`config.mk`:
```
export PLATFORM = sky130hd
export DESIGN_NAME = rstseq_top
export DESIGN_NICKNAME = d
export VERILOG_FILES = /design/src/rtl/rstseq_pkg.sv /design/src/rtl/rstseq_sync.sv /design/src/rtl/rstseq_startup.sv /design/src/rtl/rstseq_pulldown.sv /design/src/rtl/rstseq_top.sv
export SDC_FILE = /design/constraint.sdc
export NUM_CORES = 1
export LEC_CHECK = 0
export CORE_MARGIN = 2
export CORE_UTILIZATION = 49
export CTS_BUF_LIST = sky130_fd_sc_hd__clkbuf_4
export CTS_CLUSTER_DIAMETER = 80
export DETAILED_ROUTE_END_ITERATION = 12
export GPL_TIMING_DRIVEN = 0
export MAX_ROUTING_LAYER = met4
export PLACE_DENSITY = 0.81
export SLEW_MARGIN = 20
export SYNTH_ARGS = -nofsm -noshare
export SYNTH_HDL_FRONTEND = slang
export SYNTH_SLANG_ARGS = --single-unit
export TNS_END_PERCENT = 1
```
`constraint.sdc`:
```
create_clock -name clk_i -period 1.16 [get_ports clk_i]
set_input_delay 0.174 -clock clk_i [delete_from_list [all_inputs] [get_ports clk_i]]
set_output_delay 0.174 -clock clk_i [all_outputs]
set_load 0.005 [all_outputs]
```
`src/rtl/rstseq_pkg.sv`:
```
package rstseq_pkg;

    typedef enum logic [2:0] {
        CAUSE_POR  = 3'd0,
        CAUSE_LVD  = 3'd1,
        CAUSE_WDOG = 3'd2,
        CAUSE_ILL  = 3'd3,
        CAUSE_EXT  = 3'd4
    } cause_e;

    localparam int CSR_FLAG_BIT = 0;
    localparam int CSR_WDEN_BIT = 1;
    localparam int CSR_WIDTH    = 8;

endpackage

```
`src/rtl/rstseq_sync.sv`:
```
module rstseq_sync #(
    parameter int   STAGES  = 2,
    parameter logic RST_VAL = 1'b1
) (
    input  logic clk_i,
    input  logic rst_ni,
    input  logic d_i,
    output logic q_o
);

    logic [STAGES-1:0] sh_d, sh_q;

    always_comb begin
        sh_d = {sh_q[STAGES-2:0], d_i};
    end

    always_ff @(posedge clk_i or negedge rst_ni) begin
        if (!rst_ni) begin
            sh_q <= {STAGES{RST_VAL}};
        end else begin
            sh_q <= sh_d;
        end
    end

    assign q_o = sh_q[STAGES-1];

endmodule

```
`src/rtl/rstseq_startup.sv`:
```
module rstseq_startup #(
    parameter int CYCLES = 4064
) (
    input  logic clk_i,
    input  logic rst_ni,
    input  logic osc_ok_i,
    output logic done_o
);

    localparam int CW = $clog2(CYCLES + 1);

    typedef struct packed {
        logic [CW-1:0] cnt;
        logic          done;
    } st_t;

    st_t st_d, st_q;

    always_comb begin
        st_d = st_q;
        if (!st_q.done && osc_ok_i) begin
            st_d.cnt = st_q.cnt + 1'b1;
            if (st_q.cnt == CW'(CYCLES - 1)) begin
                st_d.done = 1'b1;
            end
        end
    end

    always_ff @(posedge clk_i or negedge rst_ni) begin
        if (!rst_ni) begin
            st_q <= '0;
        end else begin
            st_q <= st_d;
        end
    end

    assign done_o = st_q.done;

    // once the interval has elapsed it stays elapsed until power-up
    a_r1_done_sticky: assert property (@(posedge clk_i) disable iff (!rst_ni)
        st_q.done |=> st_q.done);

    // the interval only completes on a cycle with the oscillator valid
    a_r1_done_needs_osc: assert property (@(posedge clk_i) disable iff (!rst_ni)
        $rose(st_q.done) |-> $past(osc_ok_i));

endmodule

```
`src/rtl/rstseq_pulldown.sv`:
```
module rstseq_pulldown #(
    parameter int PD_MIN   = 4,
    parameter int MASK_CYC = 3
) (
    input  logic clk_i,
    input  logic rst_ni,
    input  logic req_i,
    input  logic ext_busy_i,
    output logic pd_o,
    output logic mask_o
);

    localparam int WW = $clog2(PD_MIN + 1);
    localparam int MW = $clog2(MASK_CYC + 1);

    typedef struct packed {
        logic          on;
        logic [WW-1:0] win;
        logic [MW-1:0] hold;
    } pd_t;

    pd_t pd_d, pd_q;

    always_comb begin
        pd_d = pd_q;
        if (!pd_q.on) begin
            if (req_i && !ext_busy_i) begin
                pd_d.on  = 1'b1;
                pd_d.win = WW'(PD_MIN - 1);
            end
        end else if (pd_q.win != '0) begin
            pd_d.win = pd_q.win - 1'b1;
        end else if (!req_i) begin
            pd_d.on = 1'b0;
        end

        if (pd_q.on) begin
            pd_d.hold = MW'(MASK_CYC);
        end else if (pd_q.hold != '0) begin
            pd_d.hold = pd_q.hold - 1'b1;
        end
    end

    always_ff @(posedge clk_i or negedge rst_ni) begin
        if (!rst_ni) begin
            pd_q <= '0;
        end else begin
            pd_q <= pd_d;
        end
    end

    assign pd_o   = pd_q.on;
    assign mask_o = pd_q.on | (pd_q.hold != '0);

    // no pulldown starts while the pin is held low from outside
    a_r7_suppress: assert property (@(posedge clk_i) disable iff (!rst_ni)
        (!pd_q.on && ext_busy_i) |=> !pd_q.on);

    // pulldown persists while a request persists
    a_r6_hold_with_req: assert property (@(posedge clk_i) disable iff (!rst_ni)
        (pd_q.on && req_i) |=> pd_q.on);

    generate
        if (PD_MIN >= 4) begin : g_minw
            // a pulldown that ends has been on for at least four cycles
            a_r6_min_width: assert property (@(posedge clk_i) disable iff (!rst_ni)
                $fell(pd_q.on) |-> ($past(pd_q.on, 2) && $past(pd_q.on, 3) && $past(pd_q.on, 4)));
        end
    endgenerate

endmodule

```
`src/rtl/rstseq_top.sv`:
```
module rstseq_top
    import rstseq_pkg::*;
#(
    parameter int STARTUP_CYC = 4064,
    parameter int SYNC_STAGES = 2,
    parameter int QUAL_CYC    = 2,
    parameter int PD_MIN      = 4
) (
    input  logic       clk_i,
    input  logic       por_ni,
    input  logic       osc_ok_i,
    input  logic       pin_lvl_i,
    input  logic       wdog_req_i,
    input  logic       lvd_req_i,
    input  logic       ill_req_i,
    input  logic       csr_wr_i,
    input  logic [1:0] csr_wdata_i,
    output logic       sys_rst_o,
    output logic       pin_pd_o,
    output logic [7:0] csr_rdata_o,
    output logic [2:0] cause_o
);

    localparam int QW       = $clog2(QUAL_CYC + 1);
    localparam int MASK_CYC = SYNC_STAGES + 1;

    typedef struct packed {
        logic          rst;
        logic [QW-1:0] lowcnt;
        logic          flag;
        logic          wden;
        cause_e        cause;
    } seq_t;

    seq_t seq_d, seq_q;

    logic pin_s;
    logic st_done;
    logic pd_on;
    logic pd_mask;
    logic req_any;
    logic ext_busy;
    logic ext_act;

    rstseq_sync #(
        .STAGES  (SYNC_STAGES),
        .RST_VAL (1'b1)
    ) u_sync (
        .clk_i  (clk_i),
        .rst_ni (por_ni),
        .d_i    (pin_lvl_i),
        .q_o    (pin_s)
    );

    rstseq_startup #(
        .CYCLES (STARTUP_CYC)
    ) u_startup (
        .clk_i    (clk_i),
        .rst_ni   (por_ni),
        .osc_ok_i (osc_ok_i),
        .done_o   (st_done)
    );

    rstseq_pulldown #(
        .PD_MIN   (PD_MIN),
        .MASK_CYC (MASK_CYC)
    ) u_pulldown (
        .clk_i      (clk_i),
        .rst_ni     (por_ni),
        .req_i      (req_any),
        .ext_busy_i (ext_busy),
        .pd_o       (pd_on),
        .mask_o     (pd_mask)
    );

    assign req_any  = wdog_req_i | lvd_req_i | ill_req_i;
    assign ext_busy = !pin_s && !pd_mask;
    assign ext_act  = (seq_q.lowcnt == QW'(QUAL_CYC));

    always_comb begin
        seq_d = seq_q;

        // qualification of the external level
        if (ext_busy) begin
            if (!ext_act) begin
                seq_d.lowcnt = seq_q.lowcnt + 1'b1;
            end
        end else begin
            seq_d.lowcnt = '0;
        end

        // release only when every hold condition is gone
        seq_d.rst = !(st_done && !ext_act && !pd_on && !req_any);

        // cause capture on entry into reset
        if (!seq_q.rst) begin
            if (lvd_req_i) begin
                seq_d.cause = CAUSE_LVD;
            end else if (wdog_req_i) begin
                seq_d.cause = CAUSE_WDOG;
            end else if (ill_req_i) begin
                seq_d.cause = CAUSE_ILL;
            end else if (ext_act) begin
                seq_d.cause = CAUSE_EXT;
            end
        end

        // status/control byte
        if (seq_q.rst && (seq_q.cause != CAUSE_POR)) begin
            seq_d.flag = 1'b0;
            seq_d.wden = 1'b0;
        end else if (csr_wr_i && !sys_rst_o) begin
            seq_d.flag = seq_q.flag & csr_wdata_i[CSR_FLAG_BIT];
            seq_d.wden = csr_wdata_i[CSR_WDEN_BIT];
        end
    end

    always_ff @(posedge clk_i or negedge por_ni) begin
        if (!por_ni) begin
            seq_q <= '{rst: 1'b1, lowcnt: '0, flag: 1'b1, wden: 1'b0, cause: CAUSE_POR};
        end else begin
            seq_q <= seq_d;
        end
    end

    assign sys_rst_o = seq_q.rst | req_any | ext_act;
    assign pin_pd_o  = pd_on;
    assign cause_o   = seq_q.cause;

    always_comb begin
        csr_rdata_o               = '0;
        csr_rdata_o[CSR_FLAG_BIT] = seq_q.flag;
        csr_rdata_o[CSR_WDEN_BIT] = seq_q.wden;
    end

    // no release before the start-up interval has elapsed
    a_r1_hold_until_startup: assert property (@(posedge clk_i) disable iff (!por_ni)
        !st_done |-> sys_rst_o);

    // a qualified external level always keeps the reset on
    a_r2_ext_holds: assert property (@(posedge clk_i) disable iff (!por_ni)
        ext_act |-> sys_rst_o);

    // release only follows a cycle with no request, no pulldown, no pin reset
    a_r4_release_clean: assert property (@(posedge clk_i) disable iff (!por_ni)
        $fell(seq_q.rst) |-> $past(!req_any && !pd_on && !ext_act));

    // software can never make the power-up flag rise
    a_r9_flag_no_set: assert property (@(posedge clk_i) disable iff (!por_ni)
        !$rose(seq_q.flag));

endmodule

```
* Word-level counts from Yosys, hierarchy flattened *
Index checks and enable logic that the tools add are counted.

cells by class
  add/sub/neg operators = 4
  equality and inequality tests = 4
  muxes and demuxes = 15
  bitwise gates (word level) = 7
  reductions and logical operators = 27

operator list
  operator                                                            count
  3-bit 2-to-1 mux                                                    5
  12-bit by 1-bit adder with 12-bit output, second input constant     1
  12-bit equality test, second input constant                         1
  2-bit 2-to-1 mux                                                    6
  1-bit zero test                                                     9
  1-bit logical AND                                                   8
  4-bit 2-to-1 mux                                                    2
  2-bit nonzero test                                                  4
  2-bit AND reduction                                                 3
  3-bit nonzero test                                                  2
  1-bit bitwise OR                                                    5
  2-bit inequality test, second input constant                        2
  4-bit nonzero test                                                  1
  3-bit by 1-bit subtractor with 3-bit output, second input constant  1
  2-bit by 1-bit adder with 2-bit output, second input constant       1
  2-bit equality test, second input constant                          1
  1-bit 2-to-1 mux                                                    2
  2-bit by 1-bit subtractor with 2-bit output, second input constant  1
  1-bit AND                                                           1
  1-bit NOT                                                           1

storage, ports and cells
  register bits = 29
  input port bits = 10
  logic and storage cells = 68

* Logic depth before layout (Yosys ltp) *
Gate-level depths: netlist of run 1.

  depth in word-level cells = 8
  gate-level depth with buffers = 6

* Modules after synthesis *
From an unflattened synthesis of run 1, not the netlist that was laid out.

unflattened totals
  cells, all modules = 133
  area total of the unflattened synthesis = 1430.1 um2

modules (own cells, without submodules)
  module           instances  cells an instance  area an instance (um2)  sequential area each (um2)
  rstseq_startup   1          48                 596.8                   325.3
  rstseq_top       1          54                 478.0                   202.7
  rstseq_pulldown  1          29                 302.8                   150.1
  rstseq_sync      1          2                  52.6                    52.6

* Worst setup path before layout of run 1 *
OpenSTA, ideal clock, no wires.

  path kind = reg2reg
  from = register u_pulldown.pd_q[2] (netlist name)
  to = register u_pulldown.pd_q[4] (netlist name)
  arrival time = 1167 ps
  data required time = 1040 ps
  slack = -127 ps
  stages on the path, launching flop included = 6
  path buffers = 0
  clock period less this slack = 1287 ps
  path through = dfrtp_1 -> inv_1 -> ha_1 -> ha_1 -> nand2b_1 -> a31o_2

on the way
  longest elaborated chain between the ends = 3
  elaborated cells between the ends (all ways) = 6

RTL lines
  item                                                                                      RTL line                                      text
  start: declaration                                                                        rstseq_pulldown.sv:22                         pd_t pd_d, pd_q;
  start signal: assignment                                                                  rstseq_pulldown.sv:48                         pd_q <= pd_d;
  3-bit by 1-bit subtractor with 3-bit output / 3-bit nonzero test (equally long branches)  rstseq_pulldown.sv:32, rstseq_pulldown.sv:31
  3-bit 2-to-1 mux / 2-bit inequality test (equally long branches)                          --
  4-bit 2-to-1 mux / 2-bit AND reduction (equally long branches)                            --

Parallel ways exist; a longest one is shown, timed or not. The select of a mux whose other input is x is not followed.
A chain may end at the register's enable or synchronous reset.

* Worst setup path in the final report of run 1 *
  from = register seq_q[6] (netlist name)
  to = output port sys_rst_o

on the way
  longest elaborated chain between the ends = 2

RTL lines
  item                      RTL line           text
  start: declaration        rstseq_top.sv:35   seq_t seq_d, seq_q;
  start signal: assignment  rstseq_top.sv:120  seq_q <= '{rst: 1'b1, lowcnt: '0, flag: 1'b1, wden: 1'b0, cause: CAUSE_POR};
  start signal: assignment  rstseq_top.sv:122  seq_q <= seq_d;
  2-bit equality test       rstseq_top.sv:78   assign ext_act = (seq_q.lowcnt == QW'(QUAL_CYC));
  1-bit bitwise OR          rstseq_top.sv:126  assign sys_rst_o = seq_q.rst | req_any | ext_act;
  end: declaration          rstseq_top.sv:18   output logic sys_rst_o,

Every way passes these cells.

==> metrics.txt, run 1 <==
final setup fails=11; Synth Area in Adders=0.04299; worst vdd ir=around 1100 uV; CP endpoint kind=output port; worst skew pair latency=roughly 0.32 ns; Initial Util=0.5232; overall routing resource usage=0.2113; minimum clock period=~1.3 ns; cells on worst reg2reg path=6; Static Leak=around 0.00091 uW; outcome=complete, but fails checks; final hold violation count=0; sequential cell area fraction in the yosys report=0.5021; XOR/XNOR Fraction of Synth Area=0.08426; most used flip-flop cell after synthesis=dfrtp_1; vias in the first global route=1178; post-synthesis instance total=between 100 and 150; critical path arrival=around 1.2 ns; vias after detailed routing=approximately 1100; met2 wire length=about 1500 um; Routed met1 length=between 1000 and 1500 um; relative slew slack=0.5847; worst-path cell chain=ha_4, inv_4, nand3_2, buf_2; main combinational cell family by area after synthesis=simple AND/OR/NAND/NOR gates; I/O pins=23; total clock sinks=29; clk buf depth=2; final setup margin=-0.1640 ns; r2r setup slk=-0.11 ns; gpl congestion=just under 0.9; Worst Path Required=between 0.9 and 1 ns; Peak Freq=around 760 MHz; Hold Crit Start=pin_lvl_i; r2r startpoint=seq_q[5]$_DFFE_PN0P_; Pwr Total=roughly 3000 uW; CP max-delay cell=dfrtp_1; H-tree lvl count=2; Post-synth EDFFs=0; largest net degree at the start of global routing=30; Distinct cells, synth=38; post-synthesis compound-gate area fraction=0.08169; number of I/O port buffers=16; Startpoint Class=register; clock skew=0.006559 ns; fraction of final layout cells sized beyond drive strength 1=0.4294; worst hold path cell count=1; CP startpoint=seq_q[6]$_DFFE_PN0P_; Tightest Pin Transition=0.6229 ns; Die Wd=58.50 um; RSZ-0062 raised after global routing=yes; Tcrit/Tclk final=1.141; max_cap viols=0; CTS tree=yes; area delta synth->final=35.17%; DPL Wire Length=1820 um; Simple-Gate Fraction of Synth Area=0.1917; Mapped Area=0.001455 mm^2; core area=~0.0028 mm^2; RR Endpoint=csr_rdata_o[1]$_DFFE_PN0P_; Post-synth ARST share=1.000; antenna-violating nets left=0; Routed WL=~2800 um; Num CTS Buffers=5; Avg Inst Size Synth=11.28 um^2; first-pass GRT wire length=5168 um; global route overflow=0; critical path class=register to output port; Die Height=58.50 um; filler instances=213; worst min-delay path class=primary input to register; top routing layer used=met4; Seq cells post-synth=29; initial antenna violation count=0; CP Capture Point=sys_rst_o; mux cell area share after synthesis=0.01462; routed wl met3=between 150 and 200 um; Worst-path clk slew=roughly 0.1 ns; Ant. Diodes=0; Core Rows=19; Vias per Instance=between 5 and 6; Crit Path Max Fanout=2; Largest stage delay, worst path=around 0.42 ns; failing checks=negative setup slack; Residual DRC=0; Warnings, synthesis=0; TritonRoute pass-1 iters=4; Root Buffer=clkbuf_4; initial DRC count=18; routed len/inst=14.13 um; Setup TNS=-0.5931 ns; die area=0.003422 mm^2; max-slew violations=0; Power Density=~1500 mW/mm^2; layout net count=184
[cells in the mapped netlist, drive strengths merged, types with 2 or more instances]
cell | instances | share of area
nand3b | 2 | 0.021
nor2 | 7 | 0.018
dfstp | 4 | 0.072
and4 | 2 | 0.012
o21ai | 2 | 0.0069
nor4 | 2 | 0.019
a21oi | 5 | 0.017
nand2 | 8 | 0.021
ha | 5 | 0.043
xor2 | 7 | 0.042
nand3 | 4 | 0.014
nor3 | 4 | 0.021
inv | 9 | 0.023
nand4 | 4 | 0.021
xnor2 | 7 | 0.042
dfrtp | 25 | 0.43
a31o | 3 | 0.018
buf | 11 | 0.057
nand2b | 3 | 0.013
[registers in the layout (all words and copies together) (netlist names)]
signal	cells
u_sync.sh_q	2
cause_o	3
u_pulldown.pd_o	1
u_pulldown.pd_q	5
csr_rdata_o	2
u_startup.st_q	12
u_startup.done_o	1
seq_q	3
[through the flow]
stage / utilization / std cells / hold WS, ns / cell area (um^2) / worst slack [ns]
after floorplan: - / 134 / -0.1216 / 1511 / -0.01783
after global placement: 0.6149 / 181 / 0.3458 / 1710 / -0.6193
after detailed placement: 0.6131 / 181 / 0.2291 / 1705 / -0.6501
after CTS: 0.6910 / 200 / 0.2587 / 1922 / -0.1821
after global routing: 0.7072 / 201 / 0.2404 / 1967 / -0.2340
final: 0.7072 / 201 / 0.2624 / 1967 / -0.1640
[timing repair]
action | 4_1_cts | 5_1_grt
pin swaps | 8 | 2
gates cloned | 0 | 0
endpoints found under the setup margin | 23 | 28
hold endpoints to repair | 25 | 0
hold buffers | 1 | 0
buffers inserted | 10 | 1
gates resized for setup | 37 | 12
[placed cells by master (no fill, tap or decap), drive strengths merged, types with 2 or more instances in the layout]
cell type and n:
a21oi 5, a31o 3, and4 2, buf 29, clkbuf 6, clkdlybuf4s50 8
conb 6, dfrtp 25, dfstp 4, ha 5, inv 9, nand2 8
nand2b 3, nand3 4, nand3b 2, nand4 4, nor2 7, nor3 4
nor4 2, o21ai 2, xnor2 7, xor2 7
[critical path, delay by kind of cell, from the launching register on]
kind,cells,cell delay [ns]
buffers and inverters,2,0.18
adders and majority gates,1,0.18
and+or+nand+nor,1,0.06
DFF,1,0.42
[worst min-delay path by stage]
stage                                endpoint  slack [ns]
2_1_floorplan          cause_o[0]$_DFFE_PN0P_       -0.12
3_3_place_gp         u_sync.sh_q[1]$_DFF_PN1_        0.35
3_5_place_dp   u_pulldown.pd_q[0]$_DFFE_PN0P_        0.23
4_1_cts              u_sync.sh_q[0]$_DFF_PN1_        0.26
5_1_grt              u_sync.sh_q[0]$_DFF_PN1_        0.24
6_report             u_sync.sh_q[0]$_DFF_PN1_        0.26
[final cells by class]
type | instances | area [um^2] | area share
buffer | 11 | 93.84 | 0.04771
clock buffer | 5 | 37.54 | 0.01908
timing repair buffer | 28 | 244.0 | 0.1240
clock inverter | 3 | 41.29 | 0.02099
multi-input combinational | 85 | 740.7 | 0.3766
tap | 31 | 38.79 | 0.01972
sequential | 29 | 734.5 | 0.3734
inverter | 9 | 36.28 | 0.01845
[report_power, final]
group,switching (uW),internal [uW]
Combinational,358,430
Clock,362,446
Sequential,221,1210
Total,940,2090
[kinds of logic (layout without fill, tap and decap cells)]
logic type      Yosys count  after routing
simple gates             41             41
fa+ha+maj                 5              5
flops                    29             29
mux                       2              2
xor+xnor                 14             14
other cells               1              6
compound gates           17             17
buf+inv                  20             56
[layer usage]
layer,vias to the layer above,global-route usage
met5,-,-
met4,0,0.08638
met3,7,0.06154
met2,27,0.3756
met1,528,0.2161
li1,507,-
(Power assumes the default switching activity.)
==> run 2, diff against run 1 <==
CORE_UTILIZATION = 59   (was 49)
PLACE_DENSITY = 0.87   (was 0.81)
clock period = 1.53 ns   (was 1.16 ns; I/O delays follow)
==> run 2 against run 1 <==
- the run now ends clean
- flip-flop and latch count is the same
- worst setup slack gained 0.28 ns
- combinational power shrank 36%
- wire length grew 1.8%
- clock skew shrank 0.0036 ns
- clock power shrank 47%
- die area shrank 16%
- first-iteration DRC count grew 39%
- via count is essentially flat
- worst hold slack gained 0.043 ns
- global-route usage grew 3.8 points
- critical path type unchanged
- critical endpoint unchanged
==> metrics.txt, run 2 (synthesized netlist as in run 1, its figures left out) <==
outcome=finished clean; Static Leak=a little under 0.0009 uW; Num CTS Buffers=5; max reg flops=12; final setup margin=about 0.11 ns; met2 wire length=between 1500 and 2000 um; Routed met1 length=roughly 1200 um; filler instances=147; gpl congestion=approximately 0.8; Biggest register=u_startup.st_q; Setup TNS=0 ns; Cell Count Post-Placement=between 150 and 200; top flop regs=u_startup.st_q (12), u_pulldown.pd_q (5); Core Rows=17; layout net count=between 150 and 200; I/O pins=23; routed len/inst=14.76 um; max-slew violations=0; largest net degree at the start of global routing=30; critical path class=register to output port; Layout Cells excl Fill=between 150 and 200; first-pass GRT wire length=about 4800 um; routed wl met3=133 um; critical path arrival=approximately 1.2 ns; minimum clock period=roughly 1.4 ns; initial antenna violation count=0; Residual DRC=0; worst skew pair latency=~0.32 ns; fraction of final layout cells sized beyond drive strength 1=0.3155; max_cap viols=0; final hold violation count=0; initial DRC count=25; number of I/O port buffers=16; Die Height=53.66 um; RSZ-0062 raised after global routing=no; Worst Path Required=approximately 1.3 ns; Die Wd=53.66 um; antenna-violating nets left=0; die area=~0.0029 mm^2; final setup fails=0; clock skew=0.002998 ns; Routed WL=2892 um; total clock sinks=29; most frequent cells in the layout=buf_4 (24), dfrtp_1 (24), nand2_1 (8); top routing layer used=met4; H-tree lvl count=2; worst min-delay path class=primary input to register; Power Density=between 1000 and 1500 mW/mm^2; TritonRoute pass-1 iters=4; vias after detailed routing=roughly 1100; Tcrit/Tclk final=0.9251; Tightest Pin Transition=between 0.5 and 0.6 ns; Ant. Diodes=0; vias in the first global route=between 1000 and 1500; worst hold path cell count=1; Placement Setup Slack=-0.4215 ns; Startpoint Class=register; overall routing resource usage=0.2495; clk buf depth=2; Crit Path Max Fanout=4; cells on worst reg2reg path=5; Pwr Total=~2000 uW; area delta synth->final=23.73%; Root Buffer=clkbuf_4; Worst-path clk slew=about 0.09 ns; global route overflow=0; relative slew slack=0.6024; CP endpoint kind=output port; Initial Util=0.6394; Util after Layout=0.7911; Peak Freq=just over 700 MHz; CTS tree=yes; Vias per Instance=approximately 5.5; worst vdd ir=1083 uV; DPL Wire Length=1947 um; core area=about 0.0023 mm^2
[run 2: layout make-up]
| cell class | instances | area [um^2] | area share |
|---|---|---|---|
| Buffer | 11 | 82.58 | 0.04587 |
| Clock buffer | 5 | 37.54 | 0.02085 |
| Clock inverter | 3 | 12.51 | 0.006949 |
| Inverter | 9 | 33.78 | 0.01876 |
| Multi-Input combinational cell | 85 | 645.6 | 0.3586 |
| Sequential cell | 29 | 732.0 | 0.4065 |
| Tap cell | 28 | 35.03 | 0.01946 |
| Timing Repair Buffer | 26 | 221.5 | 0.1230 |
[run 2: repair_timing]
action,4_1_cts,5_1_grt
resized for setup,12,4
endpoints found under the hold margin,25,0
pin swaps,2,0
buffers inserted,4,5
hold buffers,1,0
endpoints found under the setup margin,6,3
[run 2: path summary, 6_finish.rpt]
path	start	end	slack, ns
min in group asynchronous	por_ni	u_pulldown.pd_q[0]$_DFFE_PN0P_	0.44
max in group asynchronous	por_ni	u_pulldown.pd_o$_DFF_PN0_	0.67
max	seq_q[6]$_DFFE_PN0P_	sys_rst_o	0.11
min reg2reg	u_sync.sh_q[0]$_DFF_PN1_	u_sync.sh_q[1]$_DFF_PN1_	0.37
max reg2reg	u_pulldown.pd_q[2]$_DFFE_PN0P_	u_pulldown.pd_q[4]$_DFFE_PN0P_	0.13
min	pin_lvl_i	u_sync.sh_q[0]$_DFF_PN1_	0.31
[run 2: worst max-delay path: stages (launching register included)]
cell and delay (ns):
dfrtp_1 0.42, ha_4 0.18, inv_2 0.07, nand3_1 0.08, clkbuf_2 0.12
[run 2: power by group]
part,internal [uW],switching (uW)
logic,263,243
clock network,166,261
registers,912,141
total,1340,645
[run 2: per-stage QoR]
step	hold slack [ns]	instance area, um^2
6_report	0.3054	1800
3_3_place_gp	0.3460	1669
2_1_floorplan	-0.06609	1474
4_1_cts	0.2918	1765
5_1_grt	0.2840	1800
3_5_place_dp	0.2755	1664
[run 2: layer usage]
metal  vias to the layer above  GRT usage
li1                        509          -
met1                       532     0.2550
met2                        25     0.4248
met3                         4    0.08333
met4                         0     0.1239
met5                         -          -
==> run 3, diff against run 2 <==
REMOVE_ABC_BUFFERS = 1   (was not set)
==> run 3 against run 2 <==
- core utilization is 3.6 points lower
- sequential power hardly changed
- register-to-register slack better by 0.04 ns
- die area stayed put
- worst setup slack worse by 0.097 ns
==> metrics.txt, run 3 (synthesized netlist as in run 1, its figures left out) <==
Peak Freq=between 600 and 700 MHz; antenna-violating nets left=0; clock share of power=0.242; Sw Share=0.3054; vias in the first global route=roughly 980; Root Buffer=clkbuf_4; total clock sinks=29; CP endpoint kind=output port; die area=about 0.0029 mm^2; vias after detailed routing=~1000; commonest non-fill, non-tap cell in the layout=dfrtp_1; final setup fails=0; worst hold path cell count=2; r2r setup slk=approximately 0.17 ns; Num CTS Buffers=5; Worst Path Buf+Inv=1; CTS tree=yes; number of I/O port buffers=16; worst skew pair latency=around 0.33 ns; H-tree lvl count=2; worst min-delay path class=primary input to register; Tightest Pin Transition=between 0.6 and 0.7 ns; Ant. Diodes=0; clk buf depth=2; outcome=finished clean; Tcrit/Tclk final=0.9887; NetSw=roughly 610 uW; DPL Wire Length=about 1700 um; r2r startpoint=u_pulldown.pd_q[2]$_DFFE_PN0P_; Worst Path Required=between 1 and 1.5 ns; Int Pwr=~1400 uW; Static Leak=0.0008410 uW; Startpoint Class=register; initial antenna violation count=0; fraction of final layout cells sized beyond drive strength 1=0.2403; overall routing resource usage=0.2173; Power Density=approximately 1200 mW/mm^2; RR Endpoint=u_pulldown.pd_q[4]$_DFFE_PN0P_; max reg flops=12; Residual DRC=0; I/O pins=23; worst vdd ir=a little under 1000 uV; cell area after layout=around 0.0017 mm^2; Crit Path Max Fanout=6; Placement Setup Slack=-0.4225 ns; Die Wd=approximately 54 um; CP max-delay cell=clkdlybuf4s50_1; routed len/inst=between 10 and 15 um; max_cap viols=0; TritonRoute pass-1 iters=4; Worst-path clk slew=approximately 0.080 ns; global route overflow=0; Util after Layout=0.7548; Layout Cells excl Fill=roughly 180; final hold violation count=0; most frequent cells in the layout=dfrtp_1 (24), clkdlybuf4s50_1 (11), nand2_1 (8), clkbuf_4 (8); layout net count=between 150 and 200; critical path arrival=approximately 1.3 ns; CP top delay family=buffers and inverters; largest net degree at the start of global routing=30; Hold Crit Start=wdog_req_i; Largest stage delay, worst path=between 0.5 and 0.6 ns; minimum clock period=approximately 1.5 ns; Placed Area=0.001582 mm^2; Biggest register=u_startup.st_q; core area=between 0.002 and 0.0025 mm^2; final setup margin=0.01730 ns; Cell Count Post-Placement=~170; relative slew slack=0.5915; Routed WL=between 2000 and 3000 um; first-pass GRT wire length=4064 um; Gate power share=0.238; initial DRC count=14; Initial Util=0.6394; clock skew=a little under 0.01 ns; Core Rows=17; top flop regs=u_startup.st_q (12), u_pulldown.pd_q (5); critical path class=register to output port; max-slew violations=0; Vias per Instance=approximately 5.6; gpl congestion=0.7259; Hold WS=about 0.30 ns; worst-path cell chain=clkdlybuf4s50_1; hold path endpoint=cause_o[0]$_DFFE_PN0P_; Seq pwr share=0.520; cells on worst reg2reg path=5; Die Height=53.66 um; area delta synth->final=18.06%
## run 3: power groups by stage
stage,Clock (uW),Combinational (uW),Sequential (uW)
floorplan,0,361,1030
global placement,0,437,1050
detailed placement,0,476,1060
CTS,494,486,1050
global route,536,552,1070
finish,486,479,1040
## run 3: layer usage
metal | vias to the layer above | part of all wire | global-route usage
met4 | 0 | 0.024 | 0.1410
met1 | 515 | 0.41 | 0.2210
met3 | 9 | 0.045 | 0.06667
li1 | 477 | - | -
met5 | - | 0 | -
met2 | 26 | 0.52 | 0.3598
## run 3: layout make-up
type | count | area [um^2]
sequential | 29 | 732.0
multi-input combinational | 85 | 645.6
fill | 143 | 558.0
timing repair buffer | 23 | 209.0
clock buffer | 8 | 60.06
inverter | 9 | 36.28
tap | 28 | 35.03
## run 3: metrics by stage
stage	setup TNS [ns]	power [uW]
after global routing	-0.02160	2162
after detailed placement	-0.5314	1540
after floorplan	0	1394
after CTS	0	2030
final	0	2010
after global placement	-4.529	1492
## run 3: timing repair
| item | CTS | global route |
|---|---|---|
| hold endpoints to repair | 25 | 0 |
| gates cloned | 0 | 0 |
| resized for setup | 10 | 3 |
| pin swaps | 2 | 0 |
| hold buffers | 1 | 0 |
| endpoints found under the setup margin | 3 | 2 |
| setup buffers | 4 | 2 |
## run 3: worst max-delay path by stage
| stage | start | cells past startpoint | to |
|---|---|---|---|
| CTS | u_pulldown.pd_o$_DFF_PN0_ | 1 | pin_pd_o |
| global route | u_pulldown.pd_o$_DFF_PN0_ | 1 | pin_pd_o |
| detailed placement | lvd_req_i | 4 | sys_rst_o |
| global placement | lvd_req_i | 4 | sys_rst_o |
| floorplan | u_pulldown.pd_q[2]$_DFFE_PN0P_ | 5 | u_pulldown.pd_q[4]$_DFFE_PN0P_ |
| finish | u_pulldown.pd_o$_DFF_PN0_ | 1 | pin_pd_o |
